**config.mk**
```make
export PLATFORM = sky130hd
export DESIGN_NAME = dual_bus_xcvr
export DESIGN_NICKNAME = d
export VERILOG_FILES = /design/src/rtl/xcvr_pkg.sv /design/src/rtl/xcvr_store.sv /design/src/rtl/xcvr_oe_decode.sv /design/src/rtl/xcvr_path.sv /design/src/rtl/dual_bus_xcvr.sv
export SDC_FILE = /design/constraint.sdc
export NUM_CORES = 1
export LEC_CHECK = 0
export ABC_AREA = 1
export BUFFER_PORTS_ARGS = -buffer_cell sky130_fd_sc_hd__buf_4
export CAP_MARGIN = 25
export CORE_MARGIN = 2
export CORE_UTILIZATION = 46
export DETAILED_ROUTE_END_ITERATION = 8
export HOLD_SLACK_MARGIN = 0.12
export PLACE_DENSITY = 0.82
export SLEW_MARGIN = 20
export SYNTH_ARGS = -nofsm -noshare
export SYNTH_HDL_FRONTEND = slang
export SYNTH_HIERARCHICAL = 1
export SYNTH_SLANG_ARGS = --single-unit
```
**constraint.sdc**
```tcl
create_clock -name clk -period 0.8 [get_ports clk]
set_input_delay 0.04 -clock clk [delete_from_list [all_inputs] [get_ports clk]]
set_output_delay 0.04 -clock clk [all_outputs]
set_load 0.05 [all_outputs]
```
**src/rtl/xcvr_pkg.sv**
```systemverilog
// Shared definitions for the registered bus transceiver.
// Assumes: nothing beyond IEEE 1800-2017.
package xcvr_pkg;
    // Control style chosen at build time.
    typedef enum logic {
        CTRL_SINGLE = 1'b0,  // one active-low enable plus a direction bit
        CTRL_DUAL   = 1'b1   // two independent per-bus enables
    } ctrl_style_e;

    localparam int unsigned DEFAULT_WIDTH = 8;
endpackage

```
**src/rtl/xcvr_store.sv**
```systemverilog
// Holding register for one side of the transceiver.
// Loads its bus value whenever the capture strobe is high at a clock edge.
// Assumes: the strobe is already synchronous to clk; reset is synchronous, active low.
module xcvr_store #(
    parameter int unsigned WIDTH = 8
) (
    input  logic             clk,
    input  logic             rst_n,
    input  logic             cap,
    input  logic [WIDTH-1:0] d,
    output logic [WIDTH-1:0] q
);
    // Capture or hold the stored word.
    always_ff @(posedge clk) begin
        if (!rst_n) begin
            q <= '0;
        end else if (cap) begin
            q <= d;
        end
    end

    AST_RESET_CLEARS: assert property (@(posedge clk) !rst_n |=> q == '0);
    AST_CAPTURE_TAKES_BUS: assert property (@(posedge clk) disable iff (!rst_n)
        cap |=> q == $past(d));
    AST_HOLD_WITHOUT_CAPTURE: assert property (@(posedge clk) disable iff (!rst_n)
        !cap |=> $stable(q));
endmodule

```
**src/rtl/xcvr_oe_decode.sv**
```systemverilog
// Turns the two control inputs into per-bus output enables.
// The meaning of the inputs depends on CTRL_STYLE.
// Assumes: purely combinational; no state.
module xcvr_oe_decode
    import xcvr_pkg::*;
#(
    parameter ctrl_style_e CTRL_STYLE = CTRL_SINGLE
) (
    input  logic ctl_en_n,
    input  logic ctl_dir,
    output logic a_oe,
    output logic b_oe
);
    generate
        if (CTRL_STYLE == CTRL_SINGLE) begin : g_single
            // One enable gates both directions; direction picks the bus.
            always_comb begin
                a_oe = !ctl_en_n && !ctl_dir;
                b_oe = !ctl_en_n &&  ctl_dir;
            end
        end else begin : g_dual
            // Each bus has its own enable; both may be on together.
            always_comb begin
                a_oe = !ctl_en_n;
                b_oe = ctl_dir;
            end
        end
    endgenerate
endmodule

```
**src/rtl/xcvr_path.sv**
```systemverilog
// Data source selector for one direction: live opposite-bus word or stored word,
// with an optional complement applied on the way out.
// Assumes: purely combinational.
module xcvr_path #(
    parameter int unsigned WIDTH  = 8,
    parameter bit          INVERT = 1'b0
) (
    input  logic             sel_stored,
    input  logic [WIDTH-1:0] live,
    input  logic [WIDTH-1:0] stored,
    output logic [WIDTH-1:0] y
);
    logic [WIDTH-1:0] picked;

    // Choose between the live and the stored word.
    always_comb picked = sel_stored ? stored : live;

    generate
        if (INVERT) begin : g_inv
            // Inverting build: complement every transfer.
            always_comb y = ~picked;
        end else begin : g_pass
            // Non-inverting build: pass through.
            always_comb y = picked;
        end
    endgenerate
endmodule

```
**src/rtl/dual_bus_xcvr.sv**
```systemverilog
// Registered bidirectional transceiver between buses A and B.
// Each bus is split into resolved input, driven output and enable; the outputs
// are combinational in the selects, enables, live inputs and stored words.
// Assumes: the environment never enables both buses with both selects live
// (that would be a combinational loop through the external wires).
module dual_bus_xcvr
    import xcvr_pkg::*;
#(
    parameter int unsigned WIDTH      = DEFAULT_WIDTH,
    parameter ctrl_style_e CTRL_STYLE = CTRL_SINGLE,
    parameter bit          INVERT     = 1'b0
) (
    input  logic             clk,
    input  logic             rst_n,
    input  logic [WIDTH-1:0] a_in,
    output logic [WIDTH-1:0] a_out,
    output logic             a_oe,
    input  logic [WIDTH-1:0] b_in,
    output logic [WIDTH-1:0] b_out,
    output logic             b_oe,
    input  logic             cap_a,
    input  logic             cap_b,
    input  logic             sel_a_src,
    input  logic             sel_b_src,
    input  logic             ctl_en_n,
    input  logic             ctl_dir
);
    logic [WIDTH-1:0] reg_a;
    logic [WIDTH-1:0] reg_b;

    // A-side register: samples bus A pins, including when the block drives A.
    xcvr_store #(.WIDTH(WIDTH)) u_store_a (
        .clk(clk), .rst_n(rst_n), .cap(cap_a), .d(a_in), .q(reg_a)
    );

    // B-side register: samples bus B pins, including when the block drives B.
    xcvr_store #(.WIDTH(WIDTH)) u_store_b (
        .clk(clk), .rst_n(rst_n), .cap(cap_b), .d(b_in), .q(reg_b)
    );

    // Enable decode for the chosen control style.
    xcvr_oe_decode #(.CTRL_STYLE(CTRL_STYLE)) u_oe (
        .ctl_en_n(ctl_en_n), .ctl_dir(ctl_dir), .a_oe(a_oe), .b_oe(b_oe)
    );

    // Word sent toward B: live A or stored A.
    xcvr_path #(.WIDTH(WIDTH), .INVERT(INVERT)) u_to_b (
        .sel_stored(sel_b_src), .live(a_in), .stored(reg_a), .y(b_out)
    );

    // Word sent toward A: live B or stored B.
    xcvr_path #(.WIDTH(WIDTH), .INVERT(INVERT)) u_to_a (
        .sel_stored(sel_a_src), .live(b_in), .stored(reg_b), .y(a_out)
    );

    AST_STORED_B_STEADY: assert property (@(posedge clk) disable iff (!rst_n)
        (sel_b_src && $stable(sel_b_src) && $stable(reg_a)) |-> $stable(b_out));
    AST_STORED_A_STEADY: assert property (@(posedge clk) disable iff (!rst_n)
        (sel_a_src && $stable(sel_a_src) && $stable(reg_b)) |-> $stable(a_out));

    generate
        if (CTRL_STYLE == CTRL_SINGLE) begin : g_single_chk
            AST_SINGLE_ONE_BUS: assert property (@(posedge clk) disable iff (!rst_n)
                $onehot0({a_oe, b_oe}));
            AST_SINGLE_ISOLATE: assert property (@(posedge clk) disable iff (!rst_n)
                ctl_en_n |-> (!a_oe && !b_oe));
        end else begin : g_dual_chk
            AST_DUAL_BOTH_ON: assert property (@(posedge clk) disable iff (!rst_n)
                (!ctl_en_n && ctl_dir) |-> (a_oe && b_oe));
            AST_DUAL_A_OFF: assert property (@(posedge clk) disable iff (!rst_n)
                ctl_en_n |-> !a_oe);
        end
    endgenerate
endmodule

```
==> Word level (Yosys, flattened, before mapping) <==
Index checks and enable logic that the tools add are counted.
{ "op_classes": {"mux": 2, "n_reduce_logical": 4} }
{ "op_table": {"columns": ["operator", "count"], "rows": [
  ["8-bit two-way mux", 2],
  ["1-bit logical AND", 2],
  ["1-bit logical NOT", 2]
]} }
{ "totals": {"reg_bits": 16, "elab_cells": 8} }

==> Logic depth before layout (Yosys ltp) <==
Gate-level depths: netlist of run 1.
{ "logic_depth": {"ltp_word": 2, "ltp_mapped": 5, "depth_no_buf": 4} }

==> Hierarchy <==
Netlist of run 1, hierarchy kept.
{ "modules_own_cells": {"columns": ["mod", "instances", "cells_each", "area_per_inst_um2"], "rows": [
  ["xcvr_store", 2, 51, 356.6],
  ["xcvr_path", 2, 26, 105.1],
  ["xcvr_oe_decode", 1, 3, 13.8]
]} }

==> Worst setup path after synthesis of run 1 <==
Ideal clock, no wire load.
{ "synth_path": {"kind": "input port to output port", "from": "input port ctl_en_n", "to": "output port a_oe", "arrival_ns": 0.694, "required_time_ns": 0.760, "slack_ns": 0.066, "stages": 1, "path_cell_list": "nor2_1"} }
{ "synth_between": {"elab_chain_len": 2} }
{ "synth_rtl": {"columns": ["item", "line", "text"], "rows": [
  ["from (decl)", "dual_bus_xcvr.sv:25", "input logic ctl_en_n,"],
  ["1-bit logical NOT", "xcvr_oe_decode.sv:18", "a_oe = !ctl_en_n && !ctl_dir;"],
  ["1-bit logical AND", "xcvr_oe_decode.sv:18", null],
  ["to (decl)", "dual_bus_xcvr.sv:17", "output logic a_oe,"]
]} }
Every way passes these cells.

==> Final worst setup path of run 1 <==
{ "layout_path": {"from": "register u_store_a.q[4]", "to": "output port b_out[4]"} }
{ "layout_between": {"elab_chain_len": 1} }
{ "layout_rtl": {"columns": ["item", "line", "text"], "rows": [
  ["from (decl)", "xcvr_store.sv:11", "output logic [WIDTH-1:0] q"],
  ["from (signal assigned)", "xcvr_store.sv:16", "q <= '0;"],
  ["from (signal assigned)", "xcvr_store.sv:18", "q <= d;"],
  ["8-bit two-way mux", "xcvr_path.sv:16", "always_comb picked = sel_stored ? stored : live;"],
  ["to (decl)", "dual_bus_xcvr.sv:19", "output logic [WIDTH-1:0] b_out,"]
]} }
Every way passes these cells.

==> results of run 1 <==
-- metal layers --
layer / global-route usage, % / share of wire, % / vias up
met5: 0 / 0 / -
met4: 8.57 / 0.56 / 0
met3: 2.76 / 5.0 / 4
met2: 38.5 / 54 / 37
met1: 24.9 / 41 / 491
li1: - / - / 558
-- power by group --
group	total, mW	internal (mW)	leakage, nW	switching, mW
Clock	0.555	0.277	0.0210	0.278
Sequential	0.894	0.863	0.138	0.0307
Combinational	0.874	0.363	0.698	0.510
-- repair_timing --
item | in CTS | in global routing
hold buffers | 19 | 0
setup endpoints to repair | 16 | 22
buffers inserted | 1 | 0
pin swaps | 17 | 3
hold endpoints to repair | 16 | 0
gates resized for setup | 35 | 12
-- stage by stage --
stage	power, mW	cell area [µm²]	std cells	setup slack [ns]
after detailed placement	1.60	1170	217	0.112
after global routing	2.42	1530	241	-0.209
after floorplan	1.40	937	157	0.0665
final	2.32	1530	241	-0.174
after CTS	2.28	1500	241	-0.165
after global placement	1.58	1170	217	0.120
-- sequential cells by signal, indices dropped and copies added (netlist names) --
name,cells
u_store_a/q,8
u_store_b/q,8
-- tightest hold or removal path: stages --
cell and delay (ns):
buf_4 0.08, nor2_1 0.03, buf_4 0.17
-- area by class of cell --
type                       count  area (µm²)  area share, %
multi-input combinational    114         468           30.6
sequential                    16         340           22.2
clock buffer                   4        36.3           2.37
inverter                      19        71.3           4.66
timing repair buffer          61         581           37.9
tap                           27        33.8           2.21
-- kinds of logic (layout without fill, tap and decap cells) --
| kind of cell | after synthesis | after routing |
|---|---|---|
| buf+inv | 27 | 84 |
| flops | 16 | 16 |
| simple gates | 114 | 114 |
-- placed cells by master, fill, tap and decap left out --
cell	Yosys	final
buf_4	0	24
buf_6	4	16
buf_8	4	2
clkbuf_4	0	3
clkbuf_8	0	1
dfxtp_2	0	16
dlygate4sd3_1	0	19
inv_1	17	17
inv_2	2	2
nand2_1	76	66
nand2_2	4	14
nor2_1	33	32
nor2_2	1	2
-- worst paths after layout --
path / start / to / slack, ns
worst min-delay path: ctl_dir / a_oe / 0.37
worst min register to register: u_store_b/q[4] / u_store_b/q[4] / 0.47
worst max register to register: u_store_a/q[5] / u_store_a/q[5] / 0.09
worst max-delay path: u_store_a/q[4] / b_out[4] / -0.17
==> results.py, run 1 <==
metrics = {
    "sta": {
        "hold_viol_final": 0,
        "worst_pin_slew_ns": 0.171,
        "setup_viol": 16,
        "period_share_pct": 122,
        "finalCriticalPeriod_ns": 0.974,
        "max_freq_mhz": 1030,
        "fin_ws_ns": -0.174,
        "holdWs_ns": 0.372,
        "finalSetupTns_ns": -2.41,
        "skew_ns": 0,
        "slew_headroom_pct": 88.6,
        "maxSlewViolCount": 0,
        "rsz0062_at_grt": "yes",
    },
    "cts": {
        "cts_tree": "built",
        "cts_root_buffer": "clkbuf_4",
        "clkLatencyLatePin_ns": 0.29,
        "cts_buffers": 3,
        "cts_max_path_buffers": 2,
        "cts.sink_count": 16,
        "cts_htree_levels": 1,
        "path_clk_slew_ns": 0.10,
    },
    "synthesis": {
        "synth_top_family_by_area": "simple AND/OR/NAND/NOR gates",
        "synth_area_leaders": "dfxtp_1 (34%), nand2_1 (30%), nor2_1 (13%)",
        "synth_adder_area_share_pct": 0,
        "ys.flop_type": "dfxtp_1",
        "post-synth-top-count-cell": "nand2_1",
        "ys_types": 9,
        "synth-compound-area-share_pct": 0,
        "synthDominantCellAreaShare_pct": 34.2,
        "synth.area.mux_share_pct": 0,
        "syn_inst": 157,
        "synth_largest_area_cell": "dfxtp_1",
        "syn_area_um2": 937,
        "async_flop_share_pct": 0,
        "yosys.area_share.simple_pct": 47.0,
        "synthTopCellsByCount": "nand2_1 (76), nor2_1 (33), inv_1 (17)",
        "seq_area_frac_synth_pct": 34.2,
        "synth_edf_count": 0,
        "synth_area_per_cell_um2": 5.97,
        "synth_xor_area_share_pct": 0,
        "syn_nets": 181,
        "yosysWarnings": 6,
        "ys_seq_elements": 16,
    },
    "setup_path": {
        "critPathSlowestCell": "dfxtp_2",
        "critPathArrivalTime_ns": 0.93,
        "path_buf_inv": 1,
        "crit_path_start_kind": "flip-flop",
        "crit_family": "flip-flops",
        "critPathMaxStageDelay_ns": 0.34,
        "path_depth": 3,
        "critical_path_required_ns": 0.76,
        "endpoint_kind": "output pin",
        "reg2reg_depth": 3,
        "cp_cell_sequence": "nand2_1 -> nand2_2 -> buf_6",
        "cp_max_fo": 2,
        "path_class": "flip-flop to output pin",
    },
    "route": {
        "vias": 1090,
        "drt_iter0_drc": 29,
        "route.detailed.drc": 0,
        "post_drt_wl_per_cell_um": 11.0,
        "wl_um": 2660,
        "via_per_inst": 4.52,
        "final_antenna_net_count": 0,
        "dr.pass1.iters": 5,
    },
    "global_route": {
        "grt_util_all_layers_pct": 21.2,
        "grt_start_max_net_pins": 17,
        "grt_overflow": 0,
        "grt_pass1_wl_um": 4110,
        "grt_pass1_vias": 1049,
        "antenna_found_initial": 0,
    },
    "status": {
        "violations": "negative setup slack",
        "outcome": "finished with violations",
    },
    "min_path": {
        "holdPathStages": 3,
        "min_path_type": "input port to output pin",
    },
    "cells_and_area": {
        "fillers": 130,
        "fin_util_pct": 78.8,
        "drive_above_1_share_pct": 37.4,
        "syn2layout_area_growth_pct": 63.3,
        "nNetsFinal": 239,
        "antenna_cells": 0,
    },
    "place": {
        "io_buffers": 41,
        "post-dp-hpwl_um": 1560,
        "finalWeightedCongestion": 0.816,
    },
    "floorplan": {
        "die_area_um2": 2410,
        "rows": 16,
        "io_pins": 42,
        "die_w_um": 49.1,
        "core-area_um2": 1940,
        "chipHeight_um": 49.1,
        "start_util_pct": 48.3,
    },
    "run": {
        "drv_cap": 0,
    },
    "pwr": {
        "max-vdd-ir-drop_mv": 1.22,
        "powerDensity_nw_per_um2": 1520,
        "power.leakage_nw": 0.857,
    },
}
(Power assumes the default switching activity.)
==> run 2, diff against run 1 <==
==> constraint.sdc (replaced) <==
create_clock -name clk -period 0.8 [get_ports clk]
set_input_delay 0.08 -clock clk [delete_from_list [all_inputs] [get_ports clk]]
set_output_delay 0.08 -clock clk [all_outputs]
set_load 0.05 [all_outputs]
==> results.py, run 2 (synthesized netlist as in run 1, its figures left out) <==
metrics = {
    "global_route": {
        "grt_pass1_vias": 1025,
        "grt_overflow": 0,
        "grt_pass1_wl_um": 4060,
        "grt_util_all_layers_pct": 21.8,
        "grt_start_max_net_pins": 17,
        "antenna_found_initial": 0,
    },
    "setup_path": {
        "critPathMaxStageDelay_ns": 0.34,
        "critPathArrivalTime_ns": 0.93,
        "rrSetupSlack_ns": 0.10,
        "r2r_end": "u_store_b/q[2]",
        "critical_path_required_ns": 0.72,
        "path_buf_inv": 1,
        "crit_path_start_kind": "flip-flop",
        "cp_common_cell": "nand2_1",
        "path_class": "flip-flop to output pin",
        "critPathSlowestCell": "dfxtp_2",
        "reg2reg_depth": 3,
        "endpoint_kind": "output pin",
        "crit_family": "flip-flops",
        "reg2reg_from": "u_store_b/q[2]",
        "cp_cell_sequence": "nand2_1 -> nand2_1 -> buf_6",
        "cp_max_fo": 2,
    },
    "sta": {
        "worst_pin_slew_ns": 0.163,
        "skew_ns": 0,
        "max_freq_mhz": 991,
        "rsz0062_at_grt": "yes",
        "finalCriticalPeriod_ns": 1.01,
        "setup_viol": 16,
        "maxSlewViolCount": 0,
        "hold_viol_final": 0,
        "period_share_pct": 126,
        "slew_headroom_pct": 89.1,
        "fin_ws_ns": -0.209,
    },
    "pwr": {
        "switching_share_pct": 34.8,
        "p_seq_share_pct": 38.9,
        "max-vdd-ir-drop_mv": 1.20,
        "powerDensity_nw_per_um2": 1530,
        "power.leakage_nw": 0.848,
        "pwr-share-comb_pct": 37.4,
        "pwr-share-clk_pct": 23.7,
        "switchingPower_mw": 0.799,
        "p_int_mw": 1.49,
    },
    "cells_and_area": {
        "fin_util_pct": 77.1,
        "antenna_cells": 0,
        "syn2layout_area_growth_pct": 59.8,
        "multi_input_area_um2": 455,
        "drive_above_1_share_pct": 35.4,
        "reg_top3": "u_store_a/q x8, u_store_b/q x8",
        "finalInstanceArea_um2": 1500,
        "seq_area_um2": 340,
        "fillers": 139,
        "nNetsFinal": 237,
        "layout_common_cells": "nand2_1 (71), nor2_1 (32), buf_4 (25), dlygate4sd3_1 (17), inv_1 (17)",
        "final_common_cell": "nand2_1",
    },
    "place": {
        "dp_slack_ns": 0.0522,
        "post-dp-hpwl_um": 1440,
        "io_buffers": 41,
        "finalWeightedCongestion": 0.797,
        "place_area_um2": 1180,
    },
    "route": {
        "route.detailed.drc": 0,
        "post_drt_wl_per_cell_um": 11.1,
        "via_per_inst": 4.54,
        "dr.pass1.iters": 4,
        "drt_iter0_drc": 25,
        "vias": 1086,
        "wl_um": 2660,
        "final_antenna_net_count": 0,
    },
    "floorplan": {
        "io_pins": 42,
        "rows": 16,
        "die_w_um": 49.1,
        "core-area_um2": 1940,
        "start_util_pct": 48.3,
        "chipHeight_um": 49.1,
        "die_area_um2": 2410,
    },
    "run": {
        "drv_cap": 0,
    },
    "min_path": {
        "whs_endpoint": "u_store_a/q[4]",
        "holdPathStages": 4,
        "min_path_type": "input port to flip-flop",
        "holdCritStartpoint": "cap_a",
    },
    "status": {
        "outcome": "finished with violations",
        "violations": "negative setup slack",
    },
    "cts": {
        "cts_buffers": 3,
        "cts_tree": "built",
        "cts.sink_count": 16,
        "path_clk_slew_ns": 0.10,
        "cts_htree_levels": 1,
        "cts_root_buffer": "clkbuf_4",
        "cts_max_path_buffers": 2,
        "clkLatencyLatePin_ns": 0.28,
    },
}
[run 2: changes by cell type in the layout (fill, tap and decap cells not counted)]
cell           delta
buf_8             +1
buf_6             -2
dlygate4sd3_1     -2
buf_4             +1
nand2_2           -5
nand2_1           +5
[run 2: area by class of cell]
cell class | count | area share, %
clock buffers | 4 | 2.42
multi-input cells | 114 | 30.4
well taps | 27 | 2.26
flip-flops and latches | 16 | 22.7
inverters | 19 | 4.76
repair buffers | 59 | 37.4
[run 2: worst register-to-register path, cell delays in order, from the launching register on]
cell and delay [ns]:
dfxtp_2 0.33, buf_4 0.12, nor2_1 0.09, nor2_1 0.06
[run 2: worst max path at each step]
stage                          end  slack, ns           start  depth (start not counted)
after floorplan           a_out[0]       0.03  u_store_b/q[0]                          2
after global placement    a_out[1]       0.06       sel_a_src                          5
after detailed placement  a_out[0]       0.05       sel_a_src                          5
after CTS                 a_out[7]      -0.21  u_store_b/q[7]                          3
after global routing      b_out[2]      -0.26  u_store_a/q[2]                          3
final                     b_out[1]      -0.21  u_store_a/q[1]                          3
[run 2: metal layers]
metal  vias to the layer above  wire [µm]  global-route usage, %
li1                        556          -                      -
met4                         0         58                   12.9
met2                        30       1480                   41.2
met5                         -          0                      0
met3                         6         93                   3.68
met1                       494       1030                   22.1
[run 2: power groups by stage]
stage / logic (mW) / registers [mW] / clock network (mW)
after floorplan: 0.507 / 0.891 / 0
after global placement: 0.687 / 0.896 / 0
after detailed placement: 0.695 / 0.898 / 0
after CTS: 0.818 / 0.890 / 0.562
after global routing: 0.914 / 0.898 / 0.584
final: 0.859 / 0.892 / 0.543
[run 2: timing repair]
action                                  4_1_cts  5_1_grt
hold buffers                                 17        0
gates resized for setup                      32        9
pin swaps                                    16        3
endpoints found under the setup margin       16       19
endpoints found under the hold margin        16        0
buffers inserted                              1        0
[run 2: metrics by stage]
step | total power, mW | std cells | hold slack [ns] | setup TNS (ns)
floorplan | 1.40 | 157 | 0.252 | 0
global placement | 1.58 | 217 | 0.374 | 0
detailed placement | 1.59 | 217 | 0.383 | 0
CTS | 2.27 | 239 | 0.128 | -3.02
global route | 2.40 | 239 | 0.134 | -3.70
finish | 2.29 | 239 | 0.139 | -2.94
==> run 3, diff against run 2 <==
Settings changed: REMOVE_ABC_BUFFERS set to 1.
==> results.py, run 3 (synthesized netlist as in run 1, its figures left out) <==
metrics = {
    "sta": {
        "slew_headroom_pct": 88.5,
        "rsz0062_at_grt": "yes",
        "period_share_pct": 124,
        "holdWs_ns": 0.116,
        "maxSlewViolCount": 0,
        "hold_viol_final": 0,
        "finalCriticalPeriod_ns": 0.990,
        "setup_viol": 16,
        "max_freq_mhz": 1010,
        "worst_pin_slew_ns": 0.173,
        "fin_ws_ns": -0.190,
        "skew_ns": 0,
    },
    "cts": {
        "cts_buffers": 3,
        "cts_max_path_buffers": 2,
        "cts_root_buffer": "clkbuf_4",
        "cts_setup_buffers": 0,
        "cts_tree": "built",
        "clkLatencyLatePin_ns": 0.27,
        "cts_htree_levels": 1,
        "cts.sink_count": 16,
        "path_clk_slew_ns": 0.10,
    },
    "min_path": {
        "min_path_type": "input port to flip-flop",
        "holdCritStartpoint": "b_in[7]",
        "whs_endpoint": "u_store_b/q[7]",
        "holdPathStages": 5,
    },
    "setup_path": {
        "cp_max_fo": 2,
        "reg2reg_depth": 2,
        "critPathArrivalTime_ns": 0.91,
        "path_class": "flip-flop to output pin",
        "crit_path_start_kind": "flip-flop",
        "endpoint_kind": "output pin",
        "r2r_end": "u_store_a/q[0]",
        "reg2reg_from": "u_store_a/q[0]",
        "rrSetupSlack_ns": 0.22,
        "critical_path_required_ns": 0.72,
    },
    "pwr": {
        "power_mw": 2.26,
        "power.leakage_nw": 0.832,
        "powerDensity_nw_per_um2": 1540,
        "max-vdd-ir-drop_mv": 1.15,
    },
    "global_route": {
        "antenna_found_initial": 0,
        "grt_pass1_wl_um": 3930,
        "grt_overflow": 0,
        "grt_pass1_vias": 978,
        "grt_util_all_layers_pct": 20.4,
        "grt_start_max_net_pins": 17,
    },
    "cells_and_area": {
        "fillers": 147,
        "nNetsFinal": 233,
        "layout_common_cells": "nand2_1 (68), nor2_1 (33), buf_4 (24), inv_1 (17), dfxtp_2 (16)",
        "reg_top3": "u_store_a/q x8, u_store_b/q x8",
        "antenna_cells": 0,
        "drive_above_1_share_pct": 36.5,
        "final_common_cell": "nand2_1",
        "syn2layout_area_growth_pct": 56.7,
    },
    "route": {
        "post_drt_wl_per_cell_um": 10.1,
        "vias": 1031,
        "route.detailed.drc": 0,
        "final_antenna_net_count": 0,
        "dr.pass1.iters": 4,
        "drt_iter0_drc": 11,
        "wl_um": 2370,
        "via_per_inst": 4.39,
    },
    "floorplan": {
        "rows": 16,
        "start_util_pct": 48.3,
        "chipHeight_um": 49.1,
        "io_pins": 42,
        "core-area_um2": 1940,
        "die_area_um2": 2410,
        "die_w_um": 49.1,
    },
    "place": {
        "io_buffers": 41,
        "dp_slack_ns": 0.0487,
        "finalWeightedCongestion": 0.713,
        "post-dp-hpwl_um": 1570,
    },
    "status": {
        "outcome": "finished with violations",
        "violations": "negative setup slack",
    },
    "run": {
        "drv_cap": 0,
    },
}
run 3: area by class of cell:
cell class              instances  area [µm²]  share of cell area [%]
clock buffers                   4        36.3                    2.47
inverters                      19        71.3                    4.86
repair buffers                 55         527                    35.9
multi-input cells             114         460                    31.3
flip-flops and latches         16         340                    23.2
well taps                      27        33.8                    2.30
run 3: where the power goes:
| part | total [mW] | internal (mW) | switching [mW] |
|---|---|---|---|
| combinational | 0.838 | 0.346 | 0.493 |
| clock | 0.524 | 0.277 | 0.248 |
| sequential | 0.895 | 0.863 | 0.0322 |
| total | 2.26 | 1.49 | 0.772 |
run 3: worst max path at each step:
stage | start | to | slack, ns | cells after the start
floorplan | ctl_en_n | a_oe | -0.01 | 1
global placement | sel_a_src | a_out[5] | 0.07 | 5
detailed placement | sel_b_src | b_out[0] | 0.05 | 5
CTS | u_store_a/q[3] | b_out[3] | -0.20 | 3
global route | u_store_b/q[7] | a_out[7] | -0.24 | 3
finish | u_store_b/q[4] | a_out[4] | -0.19 | 3
run 3: timing repair:
item	4_1_cts	5_1_grt
pin swaps	17	3
cloned	0	0
hold buffers	15	0
hold endpoints to repair	16	0
resized for setup	35	10
endpoints found under the setup margin	16	19
run 3: layer usage:
metal / wire length (µm) / track usage [%] / part of all wire, %
met1: 966 / 21.6 / 41
met2: 1230 / 39.4 / 52
met3: 175 / 4.91 / 7.4
met4: 0 / 5.24 / 0
met5: 0 / 0 / 0
run 3: metrics by stage:
stage	instance area (µm²)	std cells	setup TNS, ns	util (%)
final	1470	235	-2.77	75.6
after global routing	1470	235	-3.63	75.6
after CTS	1450	236	-2.91	74.6
after detailed placement	1170	217	0	60.4
after global placement	1170	217	0	60.4
after floorplan	832	149	-0.0135	-
run 3: worst max-delay path: stages, from the launching register on:
cell and delay [ns]:
dfxtp_2 0.35, nand2_1 0.05, nand2_1 0.07, buf_6 0.16
